## config.mk

```make
export PLATFORM = sky130hd
export DESIGN_NAME = hazard_ctl
export DESIGN_NICKNAME = d
export VERILOG_FILES = /design/src/rtl/hazard_ctl.sv
export SDC_FILE = /design/constraint.sdc
export NUM_CORES = 1
export LEC_CHECK = 0
export CORE_ASPECT_RATIO = 1.75
export CORE_MARGIN = 1.5
export CORE_UTILIZATION = 50
export CTS_BUF_LIST = sky130_fd_sc_hd__clkbuf_16
export DETAILED_ROUTE_END_ITERATION = 10
export PLACE_DENSITY = 0.76
export SLEW_MARGIN = 25
export SYNTH_ARGS = -nofsm -noshare
export SYNTH_HDL_FRONTEND = slang
export SYNTH_SLANG_ARGS = --single-unit
export TNS_END_PERCENT = 5
```

## constraint.sdc

```tcl
create_clock -name clk -period 3 [get_ports clk]
set_clock_uncertainty 0.15 [all_clocks]
set_input_delay 0.6 -clock clk [delete_from_list [all_inputs] [get_ports clk]]
set_output_delay 0.6 -clock clk [all_outputs]
set_load 0.05 [all_outputs]
```

## src/rtl/hazard_ctl.sv

```systemverilog
module hazard_ctl #(
  parameter int NREG = 8,
  parameter int CW   = 16
) (
  input  logic                    clk,
  input  logic                    rst_n,
  input  logic                    flush,
  input  logic                    in_valid,
  input  logic                    in_rd_mem,
  input  logic                    in_wr_mem,
  input  logic                    in_wen,
  input  logic [$clog2(NREG)-1:0] in_wreg,
  input  logic [NREG-1:0]         in_rmask,
  output logic                    in_ready,
  output logic [5:0]              stage_valid,
  output logic [5:0]              adv,
  output logic [2:0]              mem_grant,
  output logic                    retire,
  output logic [CW-1:0]           retired_cnt,
  output logic [CW-1:0]           stall_cnt
);
  localparam int NS = 6;
  localparam int RW = $clog2(NREG);
  localparam int FO = 3;

  logic [NS-1:0] v, rd, wr, we;
  logic [RW-1:0]   wreg [NS];
  logic [NREG-1:0] rm   [NS];
  logic [2:0] mem_req;
  logic [NS-1:0] done;
  logic raw;

  assign mem_req = {v[5] & wr[5], v[FO] & rd[FO], v[0]};
  assign mem_grant = mem_req[2] ? 3'b100 :
                     mem_req[1] ? 3'b010 :
                     mem_req[0] ? 3'b001 : 3'b000;

  assign raw = (v[4] & we[4] & rm[FO][wreg[4]]) |
               (v[5] & we[5] & rm[FO][wreg[5]]);

  assign done[0] = mem_grant[0];
  assign done[1] = 1'b1;
  assign done[2] = 1'b1;
  assign done[3] = (~mem_req[1] | mem_grant[1]) & ~raw;
  assign done[4] = 1'b1;
  assign done[5] = ~mem_req[2] | mem_grant[2];

  assign adv[5] = v[5] & done[5];
  genvar g;
  generate
    for (g = 0; g < NS - 1; g++) begin : g_adv
      assign adv[g] = v[g] & done[g] & (~v[g+1] | adv[g+1]);
    end
  endgenerate

  assign in_ready    = ~flush & (~v[0] | adv[0]);
  assign stage_valid = v;
  assign retire      = adv[5];

  always_ff @(posedge clk) begin
    if (!rst_n) begin
      v[0] <= 1'b0;
    end else if (flush) begin
      v[0] <= 1'b0;
    end else if (in_ready && in_valid) begin
      v[0]    <= 1'b1;
      rd[0]   <= in_rd_mem;
      wr[0]   <= in_wr_mem;
      we[0]   <= in_wen;
      wreg[0] <= in_wreg;
      rm[0]   <= in_rmask;
    end else if (adv[0]) begin
      v[0] <= 1'b0;
    end
  end

  generate
    for (g = 1; g < NS; g++) begin : g_stage
      logic kill_own, kill_in;
      assign kill_own = flush & (g <= FO);
      assign kill_in  = flush & (g <= FO + 1);
      always_ff @(posedge clk) begin
        if (!rst_n) begin
          v[g] <= 1'b0;
        end else if (kill_own) begin
          v[g] <= 1'b0;
        end else if (adv[g-1]) begin
          v[g]    <= ~kill_in;
          rd[g]   <= rd[g-1];
          wr[g]   <= wr[g-1];
          we[g]   <= we[g-1];
          wreg[g] <= wreg[g-1];
          rm[g]   <= rm[g-1];
        end else if (adv[g]) begin
          v[g] <= 1'b0;
        end
      end
    end
  endgenerate

  always_ff @(posedge clk) begin
    if (!rst_n) begin
      retired_cnt <= '0;
      stall_cnt   <= '0;
    end else begin
      if (retire) retired_cnt <= retired_cnt + 1'b1;
      if (|(v & ~adv)) stall_cnt <= stall_cnt + 1'b1;
    end
  end
endmodule

```

### Yosys cells after proc, flatten, opt, wreduce, memory -nomap -nowiden

Memories as Yosys holds them, arrays and structs flattened.
Index checks and enable logic that the tools add are counted.

* output and inout bits: 49
* bits in writable memories: 66
* bits in read-only memories: 0
* register bits after elaboration: 54
* memories: 2
* input port bits: 18
* bits in latches: 0

* bitwise logic cells: 38
* multipliers: 0
* magnitude comparators: 2
* eq/ne operators: 0
* shifts and indexed selects: 0
* muxes and demuxes: 41
* reductions and logical operators: 15
* divide/modulo/power cells: 0
* add/sub/neg operators: 2

Memory list
* rm: depth 6, bits a word 8, read ports 5, clocked after memory_dff 0, write ports 6, line 28 `logic [NREG-1:0] rm [NS];`
* wreg: depth 6, bits a word 3, read ports 6, clocked after memory_dff 0, write ports 6, line 27 `logic [RW-1:0] wreg [NS];`

Operators with widths (count)
* 2-to-1 mux 1 bit: 37
* adder 16 x 1 -> 16 bit (second input constant): 2
* AND 1 bit: 16
* AND reduction 3 bit: 4
* nonzero test 2 bit: 6
* NOT 1 bit: 11
* OR 1 bit: 9
* less-than comparator 3 x 4 -> 1 bit (second input constant): 2
* AND 6 bit: 1
* binary-select mux 1 bit (select 3 bit): 2
* NOT 6 bit: 1
* OR reduction 6 bit: 1
* AND reduction 2 bit: 2
* 2-to-1 mux 3 bit: 1
* 2-to-1 mux 2 bit: 1
* OR reduction 2 bit: 1
* logical AND 1 bit: 1

### Logic depth before layout (Yosys ltp)

Gate-level depths: netlist of run 1.

* word-level depth: 22
* gate-level depth with buffers: 8
* gate-level depth less buffers: 7

### Worst setup path after synthesis of run 1

Ideal clock, no wire load.

* kind: register -> register
* start point: register v[5], in the netlist stage_valid[5]
* end point: memory rm[2][0], enable pin
* data arrival time: 2727 ps
* data required time: 2501 ps
* buffers on the path: 1
* setup time: 349 ps
* setup slack: -226 ps
* cell stages (with the launch flop): 7
* cells stage by stage: dfxtp_1 buf_2 and2_1 nand2_1 nand3_1 a31oi_1 and2_1

RTL lines
* start: declaration: line 26 `logic [NS-1:0] v, rd, wr, we;`
* start signal: indexed assignment: line 88 `v[g] <= ~kill_in;`
* end: declaration: line 28

==> impl_results.md, run 1 <==
* Reg2reg setup slack at around 310 ps
* All-Layer GR Usage at 0.181
* Crit-path max FO at 3
* Post-Synth Simple-Gate Area at 0.135
* Worst Hold Slack at 266 ps
* Netlist cell types at 37
* DR iter-0 viols at roughly 130
* Clock buffer depth at 2
* Synth Area in Compound Gates at 0.0709
* WL per Instance at around 15 microns
* Synth Area in XOR/XNOR at 0.0399
* Static leakage at about 1.7 nW
* Final Hold Vio Count at 0
* Vias in the first global route at between 2000 and 3000
* Number of fill cells at ~570
* Post-synth EDFFs at 66
* Drt total wl at ~7.3 mm
* Period utilization at 1.00
* Root buffer cell: clkbuf_16
* Commonest non-fill, non-tap cell in the layout: edfxtp_1
* Cell Chain, Critical Path: mux2_2, o311a_1, nand3_2, nand2_1, a41o_1, a21oi_2, buf_12
* Die area at about 0.0085 sq mm
* Cts bufs inserted at 9
* Overall power at about 2.8 mW
* Synthesis-stage register bit count at 104
* Synth warn at 0
* Detail Route Antenna Nets at 0
* I/O Buffers at 66
* Layout cells sized above 1 at 0.0974
* Post-Synth Adder-Cell Area at 0.00633
* Outcome: finished with violations
* Max-Cap Viols at 0
* Final net count at roughly 410
* Clk Latency, worst-skew pair at approximately 340 ps
* Worst setup margin at -5.45 ps
* PwrDens at 545 mW/mm^2
* Violated checks: negative setup slack
* Max frequency at 333 MHz
* Seq/Total Area, Yosys at 0.693
* Crit path DAT at 2260 ps
* Post-route DRC at 0
* Worst path required time at around 2300 ps
* CTS Sinks at between 100 and 150
* Initial antenna violation count at 0
* Clock transition at the registers of the reported paths at roughly 60 ps
* Worst Hold Class: register to register
* Largest family of logic cells by synthesized area: simple AND/OR/NAND/NOR gates
* First-pass GRT wire length at 11.8 mm
* Die Span X at about 70 microns
* CTS tree: done
* Largest net degree at the start of global routing at 30
* Final Max Slew Viols at 0
* I/O pin cnt at 67
* Main synth FF type: edfxtp_1
* Ys async rst share at 0
* Leading cell types in the layout, fill and taps excluded: edfxtp_1, clkdlybuf4s50_1, dfxtp_1
* Final setup viols at 1
* FP Rows at 42
* Mapped Cells at 312
* Crit. End Element: primary output
* # diodes at 0
* Slew margin rel. at 0.637
* Crit path kind: register to primary output
* Initial Util at 0.519
* GR Overflow Total at 0
* Syn nets at 332
* Syn Std Cell Area at ~0.004 sq mm
* Max incr delay on CP at 410 ps
* Gpl congestion at approximately 0.8
* Max H-tree Level at 3
* Post-detail-place hpwl at roughly 5.0 mm
* Core area at ~0.0076 sq mm
* Worst Max-Slew Pin Slew at 530 ps
* Period minus WS final at about 3000 ps
* Area grow syn2layout at 29.6%
* Pre-Repair DR Iteration Count at 4
* Via Count at about 2600
* Vias per Instance at 5.43
* Worst vdd rail ir drop at between 0.5 and 0.6 mV
* Syn_area_per_cell at between 10 and 15 sq um
* Startpoint types: register
* Chip height at roughly 120 microns
* RSZ-0062 raised after global routing: yes
* Mux contribution to synthesized area at 0.0288
* Slowest cell on the critical path: edfxtp_1
flip-flops by register name (all words and copies together) (netlist names):
name,cells
stall_cnt,16
wreg,18
wr,6
we,6
stage_valid,6
retired_cnt,16
rd,4
rm,32
synthesized netlist by cell type, drive strengths merged, types with 4 or more instances:
| library cell | count | area share |
|---|---|---|
| buf | 7 | 0.011 |
| inv | 8 | 0.0076 |
| a21oi | 26 | 0.033 |
| nand4 | 9 | 0.014 |
| nand3 | 9 | 0.011 |
| mux2i | 8 | 0.020 |
| xor2 | 6 | 0.013 |
| nor2 | 26 | 0.025 |
| o21ai | 9 | 0.011 |
| or3 | 8 | 0.013 |
| clkbuf | 7 | 0.0066 |
| and3 | 6 | 0.0095 |
| and2 | 9 | 0.014 |
| edfxtp | 66 | 0.50 |
| dfxtp | 38 | 0.19 |
| nand2b | 4 | 0.0063 |
| nand2 | 30 | 0.028 |
| xnor2 | 12 | 0.027 |
kinds of logic after synthesis:
family / after synthesis
multiplexers: 10
AO/OA/AOI/OAI: 47
buffers and inverters: 22
adder cells (fa/ha/maj): 2
AND/OR/NAND/NOR: 109
flip-flops: 104
XOR/XNOR: 18
cell type report:
cell class | count | area, sq um | area share
Multi-Input combinational cell | 186 | 1150 | 0.224
Sequential cell | 104 | 2740 | 0.535
Tap cell | 88 | 110 | 0.0215
Clock buffer | 9 | 225 | 0.0439
Timing Repair Buffer | 76 | 786 | 0.153
Inverter | 8 | 30.0 | 0.00586
Clock inverter | 7 | 86.3 | 0.0168
through the flow:
stage	worst slack, ps	cell area, sq um	setup TNS [ps]	utilization	instances
finish	-5.45	5130	-5.45	0.673	478
global route	-84.8	5130	-265	0.673	478
CTS	-0.322	5100	-0.322	0.670	476
detailed placement	148	4760	0	0.624	458
global placement	232	4760	0	0.624	458
floorplan	-196	3960	-2330	-	312
worst paths after layout:
path,startpoint,to,cells past startpoint
min reg2reg,rm[1][7],rm[2][7],0
max reg2reg,wreg[4][0],rm[2][6],6
min,rm[1][7],rm[2][7],0
max,wreg[4][0],in_ready,7
where the power goes:
group | switching, mW | leakage, nW | internal (mW)
clock | 0.464 | 0.149 | 0.722
combinational | 0.0434 | 0.682 | 0.0393
sequential | 0.00496 | 0.903 | 1.52
total | 0.512 | 1.73 | 2.28
critical path, delay by kind of cell, from the launching register on:
kind / cells / cell delay, ps
flops: 1 / 410
compound gates: 3 / 830
buf+inv: 1 / 160
mux: 1 / 350
simple gates: 2 / 180
routing by layer:
| layer | track usage | up-vias | wire length (microns) |
|---|---|---|---|
| met5 | 0 | - | 0 |
| met4 | 0.0781 | 0 | 125 |
| met3 | 0.0525 | 8 | 431 |
| met2 | 0.310 | 81 | 3890 |
| met1 | 0.208 | 1235 | 2830 |
| li1 | - | 1271 | - |
what timing repair did:
action / 4_1_cts / 5_1_grt
hold buffers: 0 / 0
setup endpoints to repair: 4 / 4
gates cloned: 0 / 0
setup buffers: 2 / 2
pin swaps: 2 / 4
gates resized for setup: 4 / 1
(Power assumes the default switching activity.)
==> run 2, diff against run 1 <==
- CORE_UTILIZATION: 50 -> 46
- PLACE_DENSITY: 0.76 -> 0.71
==> impl_results.md, run 2 (synthesized netlist as in run 1, its figures left out) <==
* Overall power at 2.66 mW (was 2.79 mW)
* Crit path DAT at 2260 ps (about the same)
* Die Span X at 73.1 microns (was 70.2 microns)
* GR Overflow Total at 0 (unchanged)
* Post-detail-place hpwl at 4.94 mm (was 5.03 mm)
* Clock transition at the registers of the reported paths at 70 ps (was 60 ps)
* Core area at 0.00831 sq mm (was 0.00762 sq mm)
* Worst vdd rail ir drop at 0.525 mV (was 0.577 mV)
* Crit path kind: register to primary output (unchanged)
* Final net count at 406 (was 405)
* Static leakage at 1.72 nW (was 1.73 nW)
* FP Rows at 44 (was 42)
* Clk Latency, worst-skew pair at 340 ps (about the same)
* Crit path from: wreg[4][0] (unchanged)
* Worst path required time at 2250 ps (about the same)
* CTS tree: done (unchanged)
* Largest register by flop count: rm (unchanged)
* Area grow syn2layout at 30.2% (was 29.6%)
* Clock buffer depth at 2 (unchanged)
* Max-Cap Viols at 0 (unchanged)
* Pre-Repair DR Iteration Count at 4 (unchanged)
* Largest net degree at the start of global routing at 30 (unchanged)
* Reg2reg setup slack at 360 ps (was 310 ps)
* Crit-path max FO at 4 (was 3)
* Initial Util at 0.476 (was 0.519)
* Placed Area at 0.00479 sq mm (was 0.00476 sq mm)
* CTS Hold Bufs at 0 (unchanged)
* Worst Hold Slack at 266 ps (about the same)
* R2R cell count at 9 (was 6)
* Period minus WS final at 3010 ps (about the same)
* DR iter-0 viols at 113 (was 134)
* Crit. End Element: primary output (unchanged)
* Via Count at 2558 (was 2595)
* Initial antenna violation count at 0 (unchanged)
* Root buffer cell: clkbuf_16 (unchanged)
* Final Hold Vio Count at 0 (unchanged)
* Worst setup margin at -14.1 ps (was -5.45 ps)
* First-pass GRT wire length at 11.6 mm (was 11.8 mm)
* Post-route DRC at 0 (unchanged)
* Top Registers: rm x32, wreg x18 (unchanged)
* Crit path to: in_ready (unchanged)
* Max FFs per register at 32 (unchanged)
* WL per Instance at 13.7 microns (was 15.2 microns)
* Leading cell types in the layout, fill and taps excluded: edfxtp_1, clkdlybuf4s50_1, dfxtp_1 (unchanged)
* I/O Buffers at 66 (unchanged)
* Layout Cells excl Fill at 506 (was 478)
* Slowest cell on the critical path: mux4_2 (was edfxtp_1)
* Worst Max-Slew Pin Slew at 528 ps (was 530 ps)
* Commonest non-fill, non-tap cell in the layout: edfxtp_1 (unchanged)
* Vias in the first global route at 2446 (was 2510)
* CTS Sinks at 104 (unchanged)
* Final Max Slew Viols at 0 (unchanged)
* Worst r2r src: wreg[4][0] (unchanged)
* Chip height at 126 microns (was 121 microns)
* Outcome: finished with violations (unchanged)
* RSZ-0062 raised after global routing: yes (unchanged)
* Number of fill cells at 661 (was 567)
* Startpoint types: register (unchanged)
* Gpl congestion at 0.790 (was 0.807)
* All-Layer GR Usage at 0.167 (was 0.181)
* PwrDens at 516 mW/mm^2 (was 545 mW/mm^2)
* Period utilization at 1.00 (about the same)
* Slew margin rel. at 0.639 (was 0.637)
* Placement Setup Slack at 197 ps (was 148 ps)
* Max incr delay on CP at 530 ps (was 410 ps)
* Max H-tree Level at 3 (unchanged)
* RR Endpoint: rm[0][3] (was rm[2][6])
* Drt total wl at 6.96 mm (was 7.28 mm)
* Cell Chain, Critical Path: mux4_2, nand2b_4, nand3_2, nand2_1, a41o_1, a21oi_2, buf_12 (was mux2_2, o311a_1, nand3_2, nand2_1, a41o_1, a21oi_2, buf_12)
* Layout cells sized above 1 at 0.113 (was 0.0974)
* Final setup viols at 1 (unchanged)
* I/O pin cnt at 67 (unchanged)
* Die area at 0.00919 sq mm (was 0.00847 sq mm)
* Worst Hold Class: register to register (unchanged)
* Max frequency at 332 MHz (was 333 MHz)
* Inst Count DP at 485 (was 458)
* Violated checks: negative setup slack (unchanged)
* # diodes at 0 (unchanged)
* Design area at 0.00515 sq mm (was 0.00513 sq mm)
* Vias per Instance at 5.06 (was 5.43)
* Cts bufs inserted at 9 (unchanged)
* Detail Route Antenna Nets at 0 (unchanged)
[run 2: cell count changes in the layout (fill, tap and decap cells not counted), sizes merged]
cell      delta
clkinvlp     +3
bufinv       -2
buf          +1
clkinv       -1
[run 2: through the flow]
| stage | utilization | setup TNS (ps) |
|---|---|---|
| after global routing | 0.620 | -160 |
| after detailed placement | 0.576 | 0 |
| after floorplan | - | -2330 |
| after global placement | 0.576 | 0 |
| after CTS | 0.612 | 0 |
| final | 0.620 | -14.1 |
[run 2: how the worst min path moves through the flow]
stage / from / end / slack (ps) / cells after the start
finish: rm[1][1] / rm[2][1] / 270 / 0
detailed placement: rm[0][2] / rm[1][2] / 250 / 0
CTS: rm[1][4] / rm[2][4] / 270 / 0
global placement: rd[1] / rd[2] / 250 / 0
global route: we[2] / we[3] / 270 / 0
floorplan: rd[0] / rd[1] / 250 / 0
[run 2: final cells by class]
class	instances	area, sq um	area share
Sequential cell	104	2740	0.533
Multi-Input combinational cell	186	1160	0.226
Timing Repair Buffer	77	793	0.154
Clock buffer	9	225	0.0437
Tap cell	115	144	0.0279
Clock inverter	7	48.8	0.00948
Inverter	8	30.0	0.00583
[run 2: per-layer routing]
metal	vias up	global-route usage	part of all wire
met2	56	0.271	0.53
li1	1278	-	-
met5	-	0	0
met1	1212	0.204	0.41
met3	12	0.0360	0.038
met4	0	0.0888	0.022
[run 2: where the power goes]
group / leakage (nW) / internal [mW] / switching, mW / total (mW)
Clock: 0.120 / 0.559 / 0.490 / 1.05
Combinational: 0.698 / 0.0393 / 0.0429 / 0.0822
Sequential: 0.903 / 1.52 / 0.00507 / 1.53
Total: 1.72 / 2.12 / 0.538 / 2.66
[run 2: worst max-delay path, delay by kind of cell, from the launching register on]
family                 cells  cell delay, ps
AOI/OAI and AO/OA          2             490
buffers and inverters      1             150
and+or+nand+nor            3             330
DFF                        1             430
muxes                      1             530
[run 2: timing repair]
| item | CTS | global route |
|---|---|---|
| endpoints found under the setup margin | 4 | 5 |
| buffers inserted | 2 | 3 |
| gates resized for setup | 3 | 8 |
| pin swaps | 2 | 2 |
==> run 3, diff against run 2 <==
- CTS_BUF_LIST: sky130_fd_sc_hd__clkbuf_16 -> sky130_fd_sc_hd__clkbuf_8
- CTS_CLUSTER_DIAMETER: default -> 30
==> impl_results.md, run 3 (synthesized netlist as in run 1, its figures left out) <==
* Startpoint types: register (unchanged)
* Commonest non-fill, non-tap cell in the layout: edfxtp_1 (unchanged)
* Initial antenna violation count at 0 (unchanged)
* Number of fill cells at 669 (was 661)
* Initial Util at 0.476 (unchanged)
* Largest net degree at the start of global routing at 30 (unchanged)
* Detail Route Antenna Nets at 0 (unchanged)
* DR iter-0 viols at 155 (was 113)
* CTS tree: done (unchanged)
* Cts bufs inserted at 9 (unchanged)
* Worst Hold Class: register to register (unchanged)
* PwrDens at 468 mW/mm^2 (was 516 mW/mm^2)
* Violated checks: negative setup slack (unchanged)
* Max frequency at 330 MHz (was 332 MHz)
* # diodes at 0 (unchanged)
* Post-detail-place hpwl at 4.94 mm (unchanged)
* FF+latch area at 0.00275 sq mm (was 0.00274 sq mm)
* Final Hold Vio Count at 0 (unchanged)
* Outcome: finished with violations (unchanged)
* Chip height at 126 microns (unchanged)
* Inst Count DP at 485 (unchanged)
* Root buffer cell: clkbuf_8 (was clkbuf_16)
* Layout cells sized above 1 at 0.118 (was 0.113)
* Via Count at 2564 (was 2558)
* Period minus WS final at 3030 ps (was 3010 ps)
* FP Rows at 44 (unchanged)
* Cell Chain, Critical Path: mux2_4, o311a_1, nand3_4, nand2_2, a41o_1, a21oi_2, buf_12 (was mux4_2, nand2b_4, nand3_2, nand2_1, a41o_1, a21oi_2, buf_12)
* Area of the multi-input gates at 0.00118 sq mm (was 0.00116 sq mm)
* Max incr delay on CP at 460 ps (was 530 ps)
* R2R cell count at 9 (unchanged)
* Pre-Repair DR Iteration Count at 4 (unchanged)
* Crit path DAT at 2280 ps (was 2260 ps)
* Leading cell types in the layout, fill and taps excluded: edfxtp_1, clkdlybuf4s50_1, dfxtp_1 (unchanged)
* Worst path required time at 2250 ps (about the same)
* Period utilization at 1.01 (was 1.00)
* Max H-tree Level at 3 (unchanged)
* Vias per Instance at 5.08 (was 5.06)
* Post-route DRC at 0 (unchanged)
* Layout Cells excl Fill at 505 (was 506)
* Design area at 0.00506 sq mm (was 0.00515 sq mm)
* Crit-path max FO at 4 (unchanged)
* All-Layer GR Usage at 0.167 (about the same)
* Final net count at 405 (was 406)
* Worst vdd rail ir drop at 0.371 mV (was 0.525 mV)
* I/O Buffers at 66 (unchanged)
* Worst setup margin at -26.6 ps (was -14.1 ps)
* Slowest cell on the critical path: edfxtp_1 (was mux4_2)
* GR Overflow Total at 0 (unchanged)
* WP buf/inv at 1 (unchanged)
* Clock transition at the registers of the reported paths at 90 ps (was 70 ps)
* Static leakage at 1.67 nW (was 1.72 nW)
* Worst hold path depth at 0 (unchanged)
* Worst Max-Slew Pin Slew at 523 ps (was 528 ps)
* Placement Setup Slack at 197 ps (unchanged)
* Max-Cap Viols at 0 (unchanged)
* Vias in the first global route at 2451 (was 2446)
* Largest register by flop count: rm (unchanged)
* Crit. End Element: primary output (unchanged)
* First-pass GRT wire length at 11.5 mm (was 11.6 mm)
* Area grow syn2layout at 27.8% (was 30.2%)
* Placed Area at 0.00479 sq mm (unchanged)
* WL per Instance at 13.8 microns (was 13.7 microns)
* Gpl congestion at 0.790 (unchanged)
* I/O pin cnt at 67 (unchanged)
* Crit. path cell count at 7 (unchanged)
* Die area at 0.00919 sq mm (unchanged)
* Slew margin rel. at 0.642 (was 0.639)
* Clk Latency, worst-skew pair at 370 ps (was 340 ps)
* Crit path kind: register to primary output (unchanged)
* Final Max Slew Viols at 0 (unchanged)
* CTS Sinks at 104 (unchanged)
* CP top delay family: compound AO/OA/AOI/OAI gates (was multiplexers)
* Core area at 0.00831 sq mm (unchanged)
* Drt total wl at 6.95 mm (was 6.96 mm)
* RSZ-0062 raised after global routing: yes (unchanged)
* Clock buffer depth at 2 (unchanged)
* Die Span X at 73.1 microns (unchanged)
* Final setup viols at 1 (unchanged)
* Top Registers: rm x32, wreg x18 (unchanged)
* Max FFs per register at 32 (unchanged)
==> run 3: area by class of cell <==
cell class,count,area share
Clock buffer,9,0.0245
Multi-Input combinational cell,186,0.233
Clock inverter,7,0.00965
Inverter,8,0.00594
Timing Repair Buffer,76,0.155
Tap cell,115,0.0285
Sequential cell,104,0.543
==> run 3: stage by stage <==
step                      utilization  power [mW]  hold slack (ps)  TNS, ps
after floorplan                     -        1.59              250    -2330
after global placement          0.576        1.63              250        0
after detailed placement        0.576        1.64              255        0
after CTS                       0.601        2.39              274    -10.1
after global routing            0.608        2.45              279     -218
final                           0.608        2.37              271    -26.6
==> run 3: metal layers <==
metal / share of wire / track usage / wire length (microns)
met4: 0.026 / 0.0921 / 181
met5: 0 / 0 / 0
met3: 0.043 / 0.0384 / 298
met1: 0.41 / 0.203 / 2860
met2: 0.52 / 0.270 / 3610
==> run 3: worst register-to-register path, cell delays in order (launching register included) <==
cell      delay (ps)
edfxtp_1         460
mux2_4           330
o311a_1          340
nand3_4          100
nand2_2           60
a41o_1           280
buf_4            150
buf_4            130
a21oi_1          140
buf_4            210
==> run 3: power by group <==
group	switching [mW]	total (mW)	internal (mW)
clock	0.462	0.760	0.298
combinational	0.0428	0.0821	0.0393
sequential	0.00511	1.52	1.52
total	0.510	2.37	1.86
==> run 3: worst paths after layout <==
| check | startpoint | endpoint | slack, ps |
|---|---|---|---|
| setup / recovery | wreg[4][0] | in_ready | -30 |
| hold / removal | we[3] | we[4] | 270 |
| setup reg to reg | wreg[4][0] | rm[0][3] | 380 |
| hold reg to reg | we[3] | we[4] | 270 |
==> run 3: timing repair <==
| item | 4_1_cts | 5_1_grt |
|---|---|---|
| buffers inserted | 2 | 3 |
| setup endpoints to repair | 4 | 5 |
| hold buffers | 0 | 0 |
| gates resized for setup | 4 | 11 |
| pin swaps | 2 | 5 |
